--- src/rtl/rfsh_timer_pkg.sv ---
package rfsh_timer_pkg;
   localparam int CTRL_BITS = 7;
   localparam int ADR_CTRL  = 0;
   localparam int ADR_CNT   = 1;
   localparam int ADR_CMP   = 2;

   typedef struct packed {
      logic       flag;
      logic       ie;
      logic [2:0] sel;
      logic       ref_en;
      logic       self_mode;
   } ctrl_t;

   // log2 of the tick divider for each clock-select code; 0 means stopped
   function automatic int unsigned div_shift(input logic [2:0] sel);
      case (sel)
         3'd1:    return 1;
         3'd2:    return 3;
         3'd3:    return 5;
         3'd4:    return 7;
         3'd5:    return 9;
         3'd6:    return 11;
         3'd7:    return 12;
         default: return 0;
      endcase
   endfunction
endpackage

--- src/rtl/rfsh_prescaler.sv ---
module rfsh_prescaler
   import rfsh_timer_pkg::*;
#(
   parameter int PRE_W = 12
) (
   input  logic       clk,
   input  logic       rst_n,
   input  logic [2:0] sel,
   output logic       tick
);
   generate
      if (PRE_W < 12) begin : g_bad_w
         $error("PRE_W must cover the largest divider of 4096");
      end
   endgenerate

   logic [PRE_W-1:0] pre_q;
   logic [PRE_W-1:0] mask;

   always_ff @(posedge clk) begin
      if (!rst_n) pre_q <= '0;
      else        pre_q <= pre_q + PRE_W'(1);
   end

   always_comb begin
      mask = (PRE_W'(1) << div_shift(sel)) - PRE_W'(1);
      tick = (sel != 3'd0) && ((pre_q & mask) == mask);
   end
endmodule

--- src/rtl/rfsh_count_cmp.sv ---
module rfsh_count_cmp #(
   parameter int CNT_W = 16
) (
   input  logic             clk,
   input  logic             rst_n,
   input  logic             tick,
   input  logic             wr_cnt,
   input  logic             wr_cmp,
   input  logic [CNT_W-1:0] wdata,
   output logic [CNT_W-1:0] cnt,
   output logic [CNT_W-1:0] cmp,
   output logic             hit
);
   logic [CNT_W-1:0] cnt_q, cnt_d, cmp_q, cmp_d;
   logic             fresh_q, hit_q, wrap, load;

   always_comb begin
      wrap  = (cnt_q == cmp_q) && !fresh_q;
      load  = wr_cnt || wr_cmp || tick;
      cnt_d = cnt_q;
      if (wr_cnt)    cnt_d = wdata;
      else if (tick) cnt_d = wrap ? '0 : cnt_q + CNT_W'(1);
      cmp_d = wr_cmp ? wdata : cmp_q;
   end

   always_ff @(posedge clk) begin
      if (!rst_n) begin
         cnt_q   <= '0;
         cmp_q   <= '0;
         fresh_q <= 1'b1;
         hit_q   <= 1'b0;
      end else begin
         cnt_q <= cnt_d;
         cmp_q <= cmp_d;
         if (load) fresh_q <= 1'b0;
         hit_q <= load && (cnt_d == cmp_d);
      end
   end

   assign cnt = cnt_q;
   assign cmp = cmp_q;
   assign hit = hit_q;
endmodule

--- src/rtl/rfsh_ctrl_reg.sv ---
module rfsh_ctrl_reg
   import rfsh_timer_pkg::*;
(
   input  logic                 clk,
   input  logic                 rst_n,
   input  logic                 wr_ctrl,
   input  logic                 rd_ctrl,
   input  logic [CTRL_BITS-1:0] wdata,
   input  logic                 hit,
   output ctrl_t                ctrl
);
   ctrl_t ctrl_q;
   logic  armed_q, clr_try;

   assign clr_try = wr_ctrl && !wdata[6] && armed_q;

   always_ff @(posedge clk) begin
      if (!rst_n) begin
         ctrl_q  <= '0;
         armed_q <= 1'b0;
      end else begin
         if (wr_ctrl) begin
            ctrl_q.ie        <= wdata[5];
            ctrl_q.sel       <= wdata[4:2];
            ctrl_q.ref_en    <= wdata[1];
            ctrl_q.self_mode <= wdata[0];
         end
         if (hit)          ctrl_q.flag <= 1'b1;
         else if (clr_try) ctrl_q.flag <= 1'b0;
         if (clr_try)                 armed_q <= 1'b0;
         else if (rd_ctrl && ctrl_q.flag) armed_q <= 1'b1;
      end
   end

   assign ctrl = ctrl_q;
endmodule

--- src/rtl/rfsh_interval_timer.sv ---
module rfsh_interval_timer
   import rfsh_timer_pkg::*;
#(
   parameter int DATA_W   = 16,
   parameter int ADDR_W   = 2,
   parameter int PRE_W    = 12,
   parameter bit READ_REG = 1'b0
) (
   input  logic              clk,
   input  logic              rst_n,
   input  logic [ADDR_W-1:0] bus_addr,
   input  logic              bus_wr,
   input  logic              bus_rd,
   input  logic [DATA_W-1:0] bus_wdata,
   output logic [DATA_W-1:0] bus_rdata,
   output logic              refresh_req,
   output logic              self_refresh,
   output logic              irq
);
   generate
      if (DATA_W < CTRL_BITS) begin : g_bad_data
         $error("DATA_W must hold the control bits");
      end
      if (ADDR_W < 2) begin : g_bad_addr
         $error("ADDR_W must decode three registers");
      end
   endgenerate

   logic              sel_ctrl, sel_cnt, sel_cmp, tick, hit;
   logic [DATA_W-1:0] cnt, cmp, rd_mux;
   ctrl_t             ctrl_s;

   assign sel_ctrl = (bus_addr == ADDR_W'(ADR_CTRL));
   assign sel_cnt  = (bus_addr == ADDR_W'(ADR_CNT));
   assign sel_cmp  = (bus_addr == ADDR_W'(ADR_CMP));

   rfsh_prescaler #(.PRE_W(PRE_W)) pre_i (
      .clk(clk), .rst_n(rst_n), .sel(ctrl_s.sel), .tick(tick)
   );

   rfsh_count_cmp #(.CNT_W(DATA_W)) cnt_i (
      .clk(clk), .rst_n(rst_n), .tick(tick),
      .wr_cnt(bus_wr && sel_cnt), .wr_cmp(bus_wr && sel_cmp),
      .wdata(bus_wdata), .cnt(cnt), .cmp(cmp), .hit(hit)
   );

   rfsh_ctrl_reg ctl_i (
      .clk(clk), .rst_n(rst_n),
      .wr_ctrl(bus_wr && sel_ctrl), .rd_ctrl(bus_rd && sel_ctrl),
      .wdata(bus_wdata[CTRL_BITS-1:0]), .hit(hit), .ctrl(ctrl_s)
   );

   always_comb begin
      rd_mux = '0;
      if (sel_ctrl)     rd_mux = DATA_W'(ctrl_s);
      else if (sel_cnt) rd_mux = cnt;
      else if (sel_cmp) rd_mux = cmp;
   end

   generate
      if (READ_REG) begin : g_rd_reg
         logic [DATA_W-1:0] rd_q;
         always_ff @(posedge clk) begin
            if (!rst_n)      rd_q <= '0;
            else if (bus_rd) rd_q <= rd_mux;
         end
         assign bus_rdata = rd_q;
      end else begin : g_rd_comb
         assign bus_rdata = rd_mux;
      end
   endgenerate

   assign refresh_req  = hit && ctrl_s.ref_en && !ctrl_s.self_mode;
   assign self_refresh = ctrl_s.ref_en && ctrl_s.self_mode;
   assign irq          = ctrl_s.flag && ctrl_s.ie;
endmodule

--- config.mk ---
export PLATFORM = sky130hd
export DESIGN_NAME = rfsh_interval_timer
export DESIGN_NICKNAME = d
export VERILOG_FILES = /design/src/rtl/rfsh_timer_pkg.sv /design/src/rtl/rfsh_prescaler.sv /design/src/rtl/rfsh_count_cmp.sv /design/src/rtl/rfsh_ctrl_reg.sv /design/src/rtl/rfsh_interval_timer.sv
export SDC_FILE = /design/constraint.sdc
export NUM_CORES = 1
export LEC_CHECK = 0
export BUFFER_PORTS_ARGS = -buffer_cell sky130_fd_sc_hd__buf_2
export CELL_PAD_IN_SITES_DETAIL_PLACEMENT = 1
export CELL_PAD_IN_SITES_GLOBAL_PLACEMENT = 1
export CORE_ASPECT_RATIO = 0.7
export CORE_MARGIN = 5
export CORE_UTILIZATION = 43
export DETAILED_ROUTE_END_ITERATION = 10
export HOLD_SLACK_MARGIN = 0.08
export MAX_ROUTING_LAYER = met4
export PLACE_DENSITY = 0.9
export SYNTH_ARGS = -nofsm -noshare
export SYNTH_HDL_FRONTEND = slang
export SYNTH_SLANG_ARGS = --single-unit
--- constraint.sdc ---
create_clock -name clk -period 4.7 [get_ports clk]
set_input_delay 0.47 -clock clk [delete_from_list [all_inputs] [get_ports clk]]
set_output_delay 0.47 -clock clk [all_outputs]
set_load 0.02 [all_outputs]
==> impl_table.tex <==
\begin{tabular}{lr}
\hline
Metric & Value \\
\hline
\multicolumn{2}{l}{\textbf{Run status}} \\
Outcome & completed \\
\multicolumn{2}{l}{\textbf{Logic synthesis}} \\
Number of standard cells after synthesis & 461 \\
Yosys reg bits & 54 \\
Cell area after technology mapping & 0.00350 mm2 \\
Sequential element share of the synthesized area & 0.309 \\
Synthesized Nets & 486 \\
Average instance area after synthesis & 7.60 um2 \\
Ys Warns & 0 \\
Number of distinct library cells after synthesis & 54 \\
Main synth FF type & sky130\_fd\_sc\_hd\_\_dfxtp\_1 \\
EDFF count, synth & 0 \\
Share of async-settable or async-resettable flops after synthesis & 0 \\
\multicolumn{2}{l}{\textbf{Routing}} \\
Sum of routed wire length over all layers & 12400 um \\
Count of vias placed by the detailed router & 3609 \\
Residual DRC count & 0 \\
Number of design-rule violations left by the first detailed-router iteration & 394 \\
Routed wire length per instance & 21.3 um \\
Count of antenna-violating nets left after detailed routing & 0 \\
Number of vias per cell after detailed routing & 6.20 \\
DRT Pass-1 Iters & 5 \\
\multicolumn{2}{l}{\textbf{Power and ir drop}} \\
Part of the power in combinational logic & 0.159 \\
Max VDD drop & 0.000159 V \\
Design internal power & 0.000795 W \\
Net Switching & 0.000328 W \\
Switching Fraction & 0.292 \\
Clk pwr share & 0.395 \\
Power per Cell Area & 288 mW/mm2 \\
Seq pwr share & 0.445 \\
Leakage power total & 1.55 nW \\
\multicolumn{2}{l}{\textbf{Timing}} \\
Ratio of final minimum period to clock period & 0.836 \\
Unrepaired setup endpoints after global routing & no \\
Setup-failing EPs final & 0 \\
Measured slew at the worst slew-check pin & 994 ps \\
Minimum period implied by the final worst setup slack & 3930 ps \\
Fmax achieved & 254 MHz \\
Max transition margin & 0.337 \\
Final number of max-transition violations & 0 \\
Aggregate negative setup slack & 0 ps \\
Number of hold violations in the final report & 0 \\
Worst Skew & 8.23 ps \\
\multicolumn{2}{l}{\textbf{CTS}} \\
CTS H-tree lvls & 2 \\
Root buffer selected by CTS & sky130\_fd\_sc\_hd\_\_clkbuf\_16 \\
Maximum root-to-sink buffer count & 2 \\
Total clock buffers created by CTS & 5 \\
Count of clock tree sinks & 54 \\
Post-CTS Hold Buffers & 0 \\
Register clock-pin slew on the reported worst setup and hold paths & 80 ps \\
Number of resized instances in the post-cts repair step & 0 \\
Number of buffers inserted to repair setup after CTS & 0 \\
TritonCTS clock tree & yes \\
Clock latency reported for the late side of the worst-skew pair & 300 ps \\
\multicolumn{2}{l}{\textbf{Worst setup path}} \\
Highest-delay cell along the critical path & sky130\_fd\_sc\_hd\_\_or3\_1 \\
Start-to-end type of the worst setup path & flip-flop to flip-flop \\
Maximum fanout count along the critical path & 14 \\
Cell Chain, Critical Path & or3\_1 -> ha\_1 -> nor2b\_1 -> o21a\_1 -> o21a\_1 -> or3\_1 -> nor2\_2 -> nand3b\_1 -> and3\_1 -> a2111o\_1 -> nor4\_1 -> nor4bb\_2 \\
Worst path max stage delay & 620 ps \\
Worst path arrival time & 4130 ps \\
Element type at the critical path start & flip-flop \\
Required time of the worst setup path & 4900 ps \\
Critical path endpoint category & flip-flop \\
\multicolumn{2}{l}{\textbf{Floorplanning}} \\
Starting utilization of the core area & 0.443 \\
Die footprint & 0.0101 mm2 \\
Count of pins on the block boundary & 41 \\
Width of the chip & 118 um \\
Placeable core area & 0.00791 mm2 \\
Die outline height & 85.5 um \\
Floorplan row count & 27 \\
\multicolumn{2}{l}{\textbf{Placement}} \\
Post-detail-place hpwl & 9330 um \\
IO buf count & 40 \\
Placed insts & 574 \\
Cell area after placement & 0.00372 mm2 \\
RePlAce Congestion & 1.05 \\
\multicolumn{2}{l}{\textbf{Global routing}} \\
First-pass GRT wire length & 20000 um \\
Via count of the first global-routing pass & 3706 \\
Overall overflow remaining after global route & 0 \\
Antenna violations before repair & 0 \\
Met2 usage & 0.384 \\
Global-route met3 utilization & 0.0613 \\
Busiest layer in global routing & met2 \\
Gr usage total & 0.252 \\
Maximum number of pins on one net before global-route repair & 26 \\
Global routing met1 resource utilization & 0.341 \\
\multicolumn{2}{l}{\textbf{Cells and area}} \\
Post-route design area & 0.00389 mm2 \\
Total number of nets in the final design & 505 \\
Antenna Diode Count & 0 \\
Number of fillers in the final layout & 1024 \\
Final cell count without fillers & 582 \\
Synth-to-Final Area Change & 11.2\% \\
Layout cell share with drive strength beyond 1 & 0.123 \\
\multicolumn{2}{l}{\textbf{Worst hold path}} \\
Type of the worst min-delay path & input port to flip-flop \\
\multicolumn{2}{l}{\textbf{Job}} \\
Max-capacitance violation count & 0 \\
\hline
\end{tabular}
## cell families (layout without fill, tap and decap cells)
group	count (synthesis)	in the layout	synth area share
flip-flops	54	54	0.309
buffers and inverters	50	70	0.0593
multiplexers	26	26	0.0743
XOR/XNOR	39	39	0.0975
adder cells (fa/ha/maj)	3	3	0.0107
AND/OR/NAND/NOR	193	193	0.267
AO/OA/AOI/OAI	96	96	0.183
## critical path, delay by kind of cell, from the launching register on
| family | cells | cell delay (ps) |
|---|---|---|
| flops | 1 | 410 |
| fa+ha+maj | 1 | 210 |
| compound gates | 3 | 780 |
| simple gates | 8 | 2430 |
## placed cells by master, fill, tap and decap left out, types with 3 or more instances in the layout
master / count
sky130_fd_sc_hd__buf_4: 5
sky130_fd_sc_hd__and3_1: 10
sky130_fd_sc_hd__dfxtp_1: 54
sky130_fd_sc_hd__a22o_1: 10
sky130_fd_sc_hd__ha_1: 3
sky130_fd_sc_hd__a21oi_1: 19
sky130_fd_sc_hd__clkbuf_16: 5
sky130_fd_sc_hd__o21ai_0: 24
sky130_fd_sc_hd__mux2i_1: 26
sky130_fd_sc_hd__xnor2_1: 25
sky130_fd_sc_hd__nor2_1: 63
sky130_fd_sc_hd__nor2b_1: 5
sky130_fd_sc_hd__inv_1: 16
sky130_fd_sc_hd__nor4_1: 8
sky130_fd_sc_hd__nand2b_1: 3
sky130_fd_sc_hd__nand4_1: 6
sky130_fd_sc_hd__nand3_1: 21
sky130_fd_sc_hd__buf_2: 40
sky130_fd_sc_hd__o21a_1: 3
sky130_fd_sc_hd__nor3_1: 6
sky130_fd_sc_hd__and2_1: 16
sky130_fd_sc_hd__or3_1: 8
sky130_fd_sc_hd__a211oi_1: 6
sky130_fd_sc_hd__nand2_1: 40
sky130_fd_sc_hd__xor2_1: 14
sky130_fd_sc_hd__a22oi_1: 3
sky130_fd_sc_hd__o22ai_1: 9
## power by group through the flow
stage	Clock (W)	Sequential, W	Combinational (W)
global placement	0	0.000508	0.000167
CTS	0.000445	0.000499	0.000174
global route	0.000466	0.000502	0.000193
floorplan	0	0.000494	0.000125
finish	0.000444	0.000500	0.000179
detailed placement	0	0.000510	0.000172
## path summary, 6_finish.rpt
| path | cells past startpoint | slack [ps] | start | endpoint |
|---|---|---|---|---|
| hold reg to reg | 2 | 490 | cnt_i.fresh_q | cnt_i.fresh_q |
| hold / removal | 3 | 460 | bus_wdata[14] | cnt_i.cnt[14] |
| setup reg to reg | 12 | 770 | ctl_i.ctrl[3] | cnt_i.hit |
| setup / recovery | 12 | 770 | ctl_i.ctrl[3] | cnt_i.hit |
## synthesized netlist by cell type, types with 5 or more instances
| cell type | number | area (um2) |
|---|---|---|
| sky130_fd_sc_hd__xnor2_1 | 25 | 219 |
| sky130_fd_sc_hd__nor2b_1 | 5 | 31.3 |
| sky130_fd_sc_hd__buf_2 | 7 | 35.0 |
| sky130_fd_sc_hd__a211oi_1 | 6 | 45.0 |
| sky130_fd_sc_hd__dfxtp_1 | 54 | 1080 |
| sky130_fd_sc_hd__nor3_1 | 6 | 30.0 |
| sky130_fd_sc_hd__and3_1 | 10 | 62.6 |
| sky130_fd_sc_hd__and2_1 | 16 | 100 |
| sky130_fd_sc_hd__clkbuf_1 | 23 | 86.3 |
| sky130_fd_sc_hd__a21oi_1 | 19 | 95.1 |
| sky130_fd_sc_hd__nand3_1 | 21 | 105 |
| sky130_fd_sc_hd__xor2_1 | 14 | 123 |
| sky130_fd_sc_hd__nor4_1 | 8 | 50.1 |
| sky130_fd_sc_hd__inv_1 | 16 | 60.1 |
| sky130_fd_sc_hd__or3_1 | 8 | 50.1 |
| sky130_fd_sc_hd__nand2_1 | 40 | 150 |
| sky130_fd_sc_hd__o22ai_1 | 9 | 56.3 |
| sky130_fd_sc_hd__nor2_1 | 63 | 236 |
| sky130_fd_sc_hd__a22o_1 | 10 | 87.6 |
| sky130_fd_sc_hd__o21ai_0 | 24 | 120 |
| sky130_fd_sc_hd__nand4_1 | 6 | 37.5 |
| sky130_fd_sc_hd__mux2i_1 | 26 | 260 |
## layer usage
| metal | share of wire | routed length (um) | vias to the layer above |
|---|---|---|---|
| li1 | - | - | 1646 |
| met1 | 0.45 | 5540 | 1732 |
| met2 | 0.43 | 5300 | 207 |
| met3 | 0.11 | 1380 | 24 |
| met4 | 0.015 | 192 | 0 |
| met5 | 0 | 0 | - |
## per-stage QoR
step / hold WS, ps / power, W / setup slack (ps) / util
after global routing: 488 / 0.00116 / 520 / 0.493
after detailed placement: 490 / 0.000682 / 899 / 0.471
after global placement: 462 / 0.000676 / 1140 / 0.471
after CTS: 464 / 0.00112 / 854 / 0.493
after floorplan: 426 / 0.000619 / 1330 / -
final: 460 / 0.00112 / 770 / 0.493
## flip-flops by register name (all words and copies together), names as in the netlist
signal and cells:
ctl_i.armed_q 1, pre_i.pre_q 12, cnt_i.fresh_q 1, ctl_i.ctrl 7, cnt_i.cnt 16, cnt_i.cmp 16
cnt_i.hit 1
## area by class of cell
type / instances / area, um2 / area share
clock buffers: 5 / 125 / 0.0321
clock inverters: 3 / 47.5 / 0.0122
inverters: 17 / 63.8 / 0.0164
multi-input cells: 357 / 2210 / 0.568
flip-flops and latches: 54 / 1080 / 0.278
well taps: 101 / 126 / 0.0324
repair buffers: 45 / 238 / 0.0610
Note: power is estimated with default switching activity, not from simulation.
